[config.mk]
export PLATFORM = sky130hd
export DESIGN_NAME = ppb_router
export DESIGN_NICKNAME = d
export VERILOG_FILES = /design/src/rtl/ppb_pkg.sv /design/src/rtl/ppb_decode.sv /design/src/rtl/ppb_resp_mux.sv /design/src/rtl/ppb_router.sv
export SDC_FILE = /design/constraint.sdc
export NUM_CORES = 1
export LEC_CHECK = 0
export BUFFER_PORTS_ARGS = -buffer_cell sky130_fd_sc_hd__buf_2
export CAP_MARGIN = 20
export CORE_AREA = 2 2 113 115
export DETAILED_ROUTE_END_ITERATION = 12
export DIE_AREA = 0 0 115 117
export PLACE_DENSITY = 0.6
export SYNTH_ARGS = -nofsm -noshare
export SYNTH_HDL_FRONTEND = slang
export SYNTH_HIERARCHICAL = 1
export SYNTH_SLANG_ARGS = --single-unit
[constraint.sdc]
create_clock -name clk -period 3.8 [get_ports clk]
set_input_delay 0 -clock clk [delete_from_list [all_inputs] [get_ports clk]]
set_output_delay 0 -clock clk [all_outputs]
set_load 0.01 [all_outputs]
[src/rtl/ppb_pkg.sv]
package ppb_pkg;

    localparam int ADDR_W = 32;
    localparam int PAGE_W = 8;
    localparam int OFF_W  = 12;

    localparam logic [ADDR_W-PAGE_W-OFF_W-1:0] WIN_TAG = 12'hE00;

    localparam logic [PAGE_W-1:0] PG_SCS   = 8'h0E;
    localparam logic [PAGE_W-1:0] PG_ALIAS = 8'h2E;
    localparam logic [PAGE_W-1:0] PG_RAS   = 8'h05;

    localparam logic [OFF_W-1:0] TICK_LO = 12'h010;
    localparam logic [OFF_W-1:0] TICK_HI = 12'h0EF;

    typedef enum logic [2:0] {
        RT_NONE,
        RT_DEFAULT,
        RT_ALIAS_RAZ,
        RT_SYS,
        RT_TICK_NS,
        RT_TICK_S,
        RT_RAS
    } route_e;

    typedef struct packed {
        logic [PAGE_W-1:0] page;
        logic [OFF_W-1:0]  off;
        logic              secure;
    } dec_in_t;

    typedef struct packed {
        route_e route;
        logic   secure;
    } dec_out_t;

    function automatic logic in_window(input logic [ADDR_W-1:0] a);
        return a[ADDR_W-1:PAGE_W+OFF_W] == WIN_TAG;
    endfunction

    function automatic logic in_tick(input logic [OFF_W-1:0] off);
        return (off >= TICK_LO) && (off <= TICK_HI);
    endfunction

    function automatic logic is_local(input route_e r);
        return (r == RT_DEFAULT) || (r == RT_ALIAS_RAZ);
    endfunction

endpackage

[src/rtl/ppb_decode.sv]
module ppb_decode
    import ppb_pkg::*;
#(
    parameter bit SEC_EN = 1'b1,
    parameter bit RAS_EN = 1'b1
) (
    input  dec_in_t  din,
    output dec_out_t dout
);

    logic scs_hit;
    logic alias_hit;
    logic ras_hit;
    logic tick_hit;

    assign scs_hit   = din.page == PG_SCS;
    assign alias_hit = SEC_EN && (din.page == PG_ALIAS);
    assign ras_hit   = RAS_EN && (din.page == PG_RAS);
    assign tick_hit  = in_tick(din.off);

    // Priority: timer over system registers over error records over default.
    always_comb begin
        dout.route  = RT_DEFAULT;
        dout.secure = din.secure;
        if (alias_hit) begin
            if (din.secure) begin
                dout.secure = 1'b0;
                dout.route  = tick_hit ? RT_TICK_NS : RT_SYS;
            end else begin
                dout.route = RT_ALIAS_RAZ;
            end
        end else if (scs_hit) begin
            if (tick_hit) begin
                dout.route = (SEC_EN && din.secure) ? RT_TICK_S : RT_TICK_NS;
            end else begin
                dout.route = RT_SYS;
            end
        end else if (ras_hit) begin
            dout.route = RT_RAS;
        end
    end

endmodule

[src/rtl/ppb_resp_mux.sv]
module ppb_resp_mux
    import ppb_pkg::*;
#(
    parameter int DATA_W = 32
) (
    input  logic                   clk,
    input  logic                   rst,
    input  route_e                 route,
    input  logic                   user,
    input  logic [DATA_W-1:0]      sys_rdata,
    input  logic                   sys_err,
    input  logic [1:0][DATA_W-1:0] tick_rdata,
    input  logic [1:0]             tick_err,
    input  logic [DATA_W-1:0]      ras_rdata,
    input  logic                   ras_err,
    output logic                   rsp_valid,
    output logic [DATA_W-1:0]      rsp_rdata,
    output logic                   rsp_err
);

    logic [DATA_W-1:0] nxt_rdata;
    logic              nxt_err;

    always_comb begin
        nxt_rdata = '0;
        nxt_err   = 1'b0;
        unique case (route)
            RT_SYS: begin
                nxt_rdata = sys_rdata;
                nxt_err   = sys_err;
            end
            RT_TICK_NS: begin
                nxt_rdata = tick_rdata[0];
                nxt_err   = tick_err[0];
            end
            RT_TICK_S: begin
                nxt_rdata = tick_rdata[1];
                nxt_err   = tick_err[1];
            end
            RT_RAS: begin
                nxt_rdata = ras_rdata;
                nxt_err   = ras_err;
            end
            RT_DEFAULT, RT_ALIAS_RAZ: begin
                nxt_err = user;
            end
            default: begin
                nxt_rdata = '0;
                nxt_err   = 1'b0;
            end
        endcase
    end

    always_ff @(posedge clk) begin
        if (rst) begin
            rsp_valid <= 1'b0;
            rsp_rdata <= '0;
            rsp_err   <= 1'b0;
        end else begin
            rsp_valid <= route != RT_NONE;
            rsp_rdata <= nxt_rdata;
            rsp_err   <= nxt_err;
        end
    end

    // reset leaves the response idle
    a_r10_reset_idle: assert property (@(posedge clk)
        rst |=> (!rsp_valid && !rsp_err && rsp_rdata == '0));

    // local answers always read as zero
    a_r5_local_zero: assert property (@(posedge clk) disable iff (rst)
        is_local(route) |=> (rsp_valid && rsp_rdata == '0));

endmodule

[src/rtl/ppb_router.sv]
module ppb_router
    import ppb_pkg::*;
#(
    parameter int DATA_W = 32,
    parameter bit SEC_EN = 1'b1,
    parameter bit RAS_EN = 1'b1
) (
    input  logic              clk,
    input  logic              rst,
    input  logic              req_valid,
    input  logic [31:0]       req_addr,
    input  logic              req_write,
    input  logic [1:0]        req_size,
    input  logic [DATA_W-1:0] req_wdata,
    input  logic              req_secure,
    input  logic              req_user,
    output logic              sel_sys,
    output logic [1:0]        sel_tick,
    output logic              sel_ras,
    output logic [11:0]       fwd_off,
    output logic              fwd_write,
    output logic [1:0]        fwd_size,
    output logic [DATA_W-1:0] fwd_wdata,
    output logic              fwd_secure,
    output logic              fwd_user,
    input  logic [DATA_W-1:0] sys_rdata,
    input  logic              sys_err,
    input  logic [DATA_W-1:0] tick_ns_rdata,
    input  logic              tick_ns_err,
    input  logic [DATA_W-1:0] tick_s_rdata,
    input  logic              tick_s_err,
    input  logic [DATA_W-1:0] ras_rdata,
    input  logic              ras_err,
    output logic              rsp_valid,
    output logic [DATA_W-1:0] rsp_rdata,
    output logic              rsp_err
);

    localparam int NUM_BANKS = 2;

    logic     in_win;
    dec_in_t  din;
    dec_out_t dout;
    route_e   route;

    assign in_win = in_window(req_addr);
    assign din    = '{page: req_addr[19:12], off: req_addr[11:0], secure: req_secure};

    ppb_decode #(
        .SEC_EN(SEC_EN),
        .RAS_EN(RAS_EN)
    ) u_decode (
        .din (din),
        .dout(dout)
    );

    assign route = (req_valid && in_win) ? dout.route : RT_NONE;

    assign sel_sys = route == RT_SYS;
    assign sel_ras = route == RT_RAS;

    for (genvar b = 0; b < NUM_BANKS; b++) begin : g_bank
        assign sel_tick[b] = route == ((b == 0) ? RT_TICK_NS : RT_TICK_S);
    end

    assign fwd_off    = req_addr[11:0];
    assign fwd_write  = req_write;
    assign fwd_size   = req_size;
    assign fwd_wdata  = req_wdata;
    assign fwd_secure = dout.secure;
    assign fwd_user   = req_user;

    ppb_resp_mux #(
        .DATA_W(DATA_W)
    ) u_resp (
        .clk       (clk),
        .rst       (rst),
        .route     (route),
        .user      (req_user),
        .sys_rdata (sys_rdata),
        .sys_err   (sys_err),
        .tick_rdata({tick_s_rdata, tick_ns_rdata}),
        .tick_err  ({tick_s_err, tick_ns_err}),
        .ras_rdata (ras_rdata),
        .ras_err   (ras_err),
        .rsp_valid (rsp_valid),
        .rsp_rdata (rsp_rdata),
        .rsp_err   (rsp_err)
    );

    // nothing outside the window or without valid is answered
    a_r1_outside_silent: assert property (@(posedge clk) disable iff (rst)
        !(req_valid && in_win) |=> !rsp_valid);

    // accepted requests are answered in the next cycle
    a_r9_rsp_next: assert property (@(posedge clk) disable iff (rst)
        (req_valid && in_win) |=> rsp_valid);

    // at most one target selected
    a_r2_one_target: assert property (@(posedge clk) disable iff (rst)
        $onehot0({sel_ras, sel_tick, sel_sys}));

    // accesses through the alias reach targets as non-secure
    a_r6_alias_clears_secure: assert property (@(posedge clk) disable iff (rst)
        (req_addr[19:12] == PG_ALIAS && (sel_sys || sel_tick != 2'b00)) |-> !fwd_secure);

    // secure timer bank only for secure requests
    a_r3_bank_secure: assert property (@(posedge clk) disable iff (rst)
        sel_tick[1] |-> (req_secure && fwd_secure));

    // an unprivileged request with no target faults
    a_r7_user_fault: assert property (@(posedge clk) disable iff (rst)
        (req_valid && in_win && req_user && !sel_sys && !sel_ras && sel_tick == 2'b00)
        |=> rsp_err);

endmodule

# ---- Word-level counts from Yosys, hierarchy flattened
# Cells that the tools add are included.
dict set report op_classes {
  n_mux 11
  eq_ne 10
  order_cmp 2
  reduce_logical 4
}
# cell count
set op_table {}
lappend op_table {{32-bit case mux with 4 select lines} 1}
lappend op_table {{3-bit 2-to-1 mux} 7}
lappend op_table {{12-bit equality test, second input constant} 1}
lappend op_table {{12-bit by 5-bit >= comparator with 1-bit output, second input constant} 1}
lappend op_table {{12-bit by 8-bit <= comparator with 1-bit output, second input constant} 1}
lappend op_table {{3-bit equality test, second input constant} 3}
lappend op_table {{8-bit by 3-bit equality test with 1-bit output, second input constant} 1}
lappend op_table {{8-bit by 4-bit equality test with 1-bit output, second input constant} 1}
lappend op_table {{8-bit by 6-bit equality test with 1-bit output, second input constant} 1}
lappend op_table {{3-bit by 2-bit equality test with 1-bit output, second input constant} 2}
lappend op_table {{1-bit case mux with 5 select lines} 1}
lappend op_table {{3-bit by 1-bit equality test with 1-bit output, second input constant} 1}
lappend op_table {{3-bit nonzero test} 1}
lappend op_table {{1-bit logical AND} 2}
lappend op_table {{1-bit 2-to-1 mux} 2}
lappend op_table {{2-bit OR reduction} 1}
dict set report totals {
  regBits 34
  output_inout_bits 87
  word_cells 30
}

# ---- Longest topological paths before layout
dict set report logic_depth {
  word_depth 9
  ltp_mapped 12
  ltp_nobuf 9
}

# ---- By module
# Netlist, hierarchy kept.
# module area_each_um2 cells_each instances seq_area_each_um2
set by_module_without_submodules {}
lappend by_module_without_submodules {ppb_resp_mux 1764.2 165 1 680.7}
lappend by_module_without_submodules {ppb_router 508.0 69 1 0.0}
lappend by_module_without_submodules {ppb_decode 107.6 17 1 0.0}

# ---- Least setup slack after synthesis
# OpenSTA, ideal clock, no wires.
dict set report synth_path {
  path_type {input to register}
  start {in req_addr[19]}
  end {reg u_resp.rsp_rdata[0]}
  path_stages 11
  arrival_time_ns 2.217
  required_ns 3.681
  n_path_buf 2
  setup_slack_ns 1.463
  cell_sequence {nor4b_1 -> nand4b_1 -> inv_1 -> a22o_1 -> nand3_1 -> nor4_1 -> and3b_1 -> buf_6 -> buf_6 -> a22oi_2 -> a21oi_2}
}
# element line_no
set synth_rtl {}
lappend synth_rtl {{start: declaration} ppb_router.sv:11} ;# input logic [31:0] req_addr,
lappend synth_rtl {{end signal: assignment} ppb_resp_mux.sv:61} ;# rsp_rdata <= nxt_rdata;
lappend synth_rtl {{end: declaration} ppb_resp_mux.sv:17} ;# output logic [DATA_W-1:0] rsp_rdata,

==> impl_summary.txt <==
----------------------------------------------------
[Status]
  Result of the run ... finished clean

[Worst setup path]
  Crit. End Element ... flop
  Worst-path maximum fanout ... 22
  Critical Path Max Stage Delay ... 0.52 ns
  Slowest stage cell on the critical path ... nor4b_1
  Critical path class ... primary input to flop
  Cell type group with the largest total delay on the critical path ... simple AND/OR/NAND/NOR gates
  Req. time, crit path ... 4.00 ns
  Cells along the critical path ... buf_2 > nor4b_1 > nand4b_1 > o21ai_0 > nand3_1 > nor4_1 > buf_4 > and3b_1 > buf_12 > a22oi_1 > a21oi_1
  Arr. time, crit path ... 2.73 ns
  CP bufs+invs ... 3
  Kind of launch point of the worst setup path ... primary input

[Clock tree]
  Total clock sinks ... 34
  # Post-CTS Setup Buffers ... 0
  Clock tree root buffer cell ... clkbuf_16
  H-tree levels ... 2
  CTS tree ... done
  Clock buffer count from CTS ... 5
  Clk slew on worst S/H paths ... 0.05 ns
  Maximum buffer depth of the clock tree ... 2
  Post_cts resized ... 0
  Hold_buf cts ... 10

[Power and ir drop]
  Power per cell area ... 279 nW/µm²
  Static leakage power ... 1.49 nW
  Post-layout total power ... 0.944 mW
  Peak supply drop ... 118 µV

[Drt]
  Vias/cell ... 4.57
  Count of nets left with antenna violations after detail routing ... 0
  Wirelength, routed ... 8920 µm
  Detail-routed net length per standard cell ... 15.7 µm
  Length of the first detailed-routing pass in iterations ... 4
  Overall via count from detail_route ... 2,596
  Number of design-rule violations left by the first detailed-router iteration ... 93
  Drc violations ... 0

[GRT]
  First-pass GRT wire length ... 12,100 µm
  GRT Residual Overflow ... 0
  Largest net degree at the start of global routing ... 33
  Via count of the first global-routing pass ... 2,428
  Number of antenna violations at the first check in global routing ... 0
  GR Util All Layers ... 11.8%

[Cells and area]
  Proportion of layout cells with a drive suffix above 1 ... 59.6%
  Finished Core Util ... 27.5%
  Signed area change from the synthesized netlist to the final layout ... 42.1%
  Number of diodes ... 0
  Number of nets in the layout ... 622

[Floorplanning]
  Die X-Extent ... 115 µm
  Total Die Area ... 13,500 µm²
  Core region area ... 12,300 µm²
  Row count ... 41
  Effective utilization at floorplan ... 19.3%
  Io pins ... 291
  Die boundary height ... 117 µm

[Synthesis]
  Count leader, synth ... a22oi_1
  Most instantiated cells after synthesis ... 50 x a22oi_1, 48 x buf_4, 34 x dfxtp_1, 30 x a21oi_1, 19 x buf_6
  Cell type contributing the most total cell area after synthesis ... dfxtp_1
  Share of synthesized flip-flops with an asynchronous set or reset ... 0%
  Synth Instances ... 251
  Synth top area cells ... dfxtp_1 29%, a22oi_1 16%, buf_4 15%
  Count of unique library cells instantiated by Yosys ... 38
  Register bit count reported by yosys ... 34
  Yosys warnings ... 6
  Post-synth top area share ... 28.6%
  Number of enable-type register cells in the synthesized netlist ... 0
  Sequential element share of the synthesized area ... 28.6%
  Synth Cell Area ... 2380 µm²
  Average instance area after synthesis ... 9.48 µm²
  Post-Syn Nets ... 455
  Ys flop type ... dfxtp_1

[Placed design]
  Placed wire-length estimate ... 7020 µm
  Number of I/O port buffers ... 212
  Post-placement setup slack ... 0.901 ns
  Final RePlAce weighted congestion ... 0.795

[Timing]
  Accumulated negative setup slack ... 0 ns
  Relative slew slack ... 63.5%
  Number of endpoints with negative hold slack in the final report ... 0
  RSZ-0062 raised after global routing ... no
  Final-report max-slew violation count ... 0
  Final worst-path setup slack ... 1.27 ns
  Maximum clock frequency ... 0.395 GHz
  Clock period minus worst slack ... 2.53 ns
  Period utilisation layout ... 66.6%
  Slew at the pin with the worst max-slew slack ... 0.540 ns
  Final setup violation count ... 0

[Flow run]
  Maxcap violations ... 0

[Worst hold path]
  HP Class ... primary input to output pin

----------------------------------------------------
final timing paths:
check / from / end / slack, ns / cells after the start
setup / recovery: req_addr[19] / u_resp/rsp_rdata[15] / 1.27 / 11
hold / removal: req_wdata[12] / fwd_wdata[12] / 0.000004 / 0
registers in the layout (all words and copies together), names as in the netlist:
signal / count
u_resp/rsp_rdata: 32
u_resp/rsp_valid: 1
u_resp/rsp_err: 1
kinds of logic after synthesis:
| group | synth area share (%) |
|---|---|
| AOI/OAI and AO/OA | 33.7 |
| adders and majority gates | 0.421 |
| DFF | 28.6 |
| buffers and inverters | 25.2 |
| muxes | 0.894 |
| and+or+nand+nor | 11.2 |
stage by stage:
step	hold WS [ns]	cell area (µm²)	cells
floorplan	0.0724	2380	251
global placement	0.0000686	3110	551
detailed placement	0.0000686	3110	551
CTS	0.0000686	3380	568
global route	0.0000151	3380	568
finish	0.00000394	3380	568
cell usage in the layout (no fill, tap or decap), types with 4 or more instances in the layout:
| master | synthesis | final |
|---|---|---|
| a21oi_1 | 30 | 30 |
| a21oi_2 | 4 | 4 |
| a22oi_1 | 50 | 50 |
| a22oi_2 | 14 | 14 |
| buf_2 | 1 | 212 |
| buf_4 | 48 | 7 |
| clkbuf_16 | 0 | 5 |
| dfxtp_1 | 34 | 34 |
| dlygate4sd3_1 | 0 | 10 |
| nand3_1 | 4 | 4 |
| nor4_1 | 8 | 8 |
power breakdown:
group | switching (mW) | total [mW] | internal, mW
logic | 0.0439 | 0.119 | 0.0751
clock network | 0.145 | 0.469 | 0.323
registers | 0.000000408 | 0.357 | 0.357
routing by layer:
layer  share of wire (%)  global-route usage (%)  vias to the layer above
li1                    -                       -                     1247
met1                  33                    11.0                     1167
met2                  56                    23.9                      161
met3                 9.3                    3.14                       21
met4                 1.6                    4.90                        0
met5                   0                       0                        -
layout make-up:
type | instances | area [µm²]
Tap cell | 150 | 188
Inverter | 3 | 11.3
Clock buffer | 6 | 139
Fill cell | 1308 | 8930
Sequential cell | 34 | 681
Multi-Input combinational cell | 144 | 1100
Timing Repair Buffer | 230 | 1230
Clock inverter | 1 | 30.0
(Power assumes the default switching activity.)
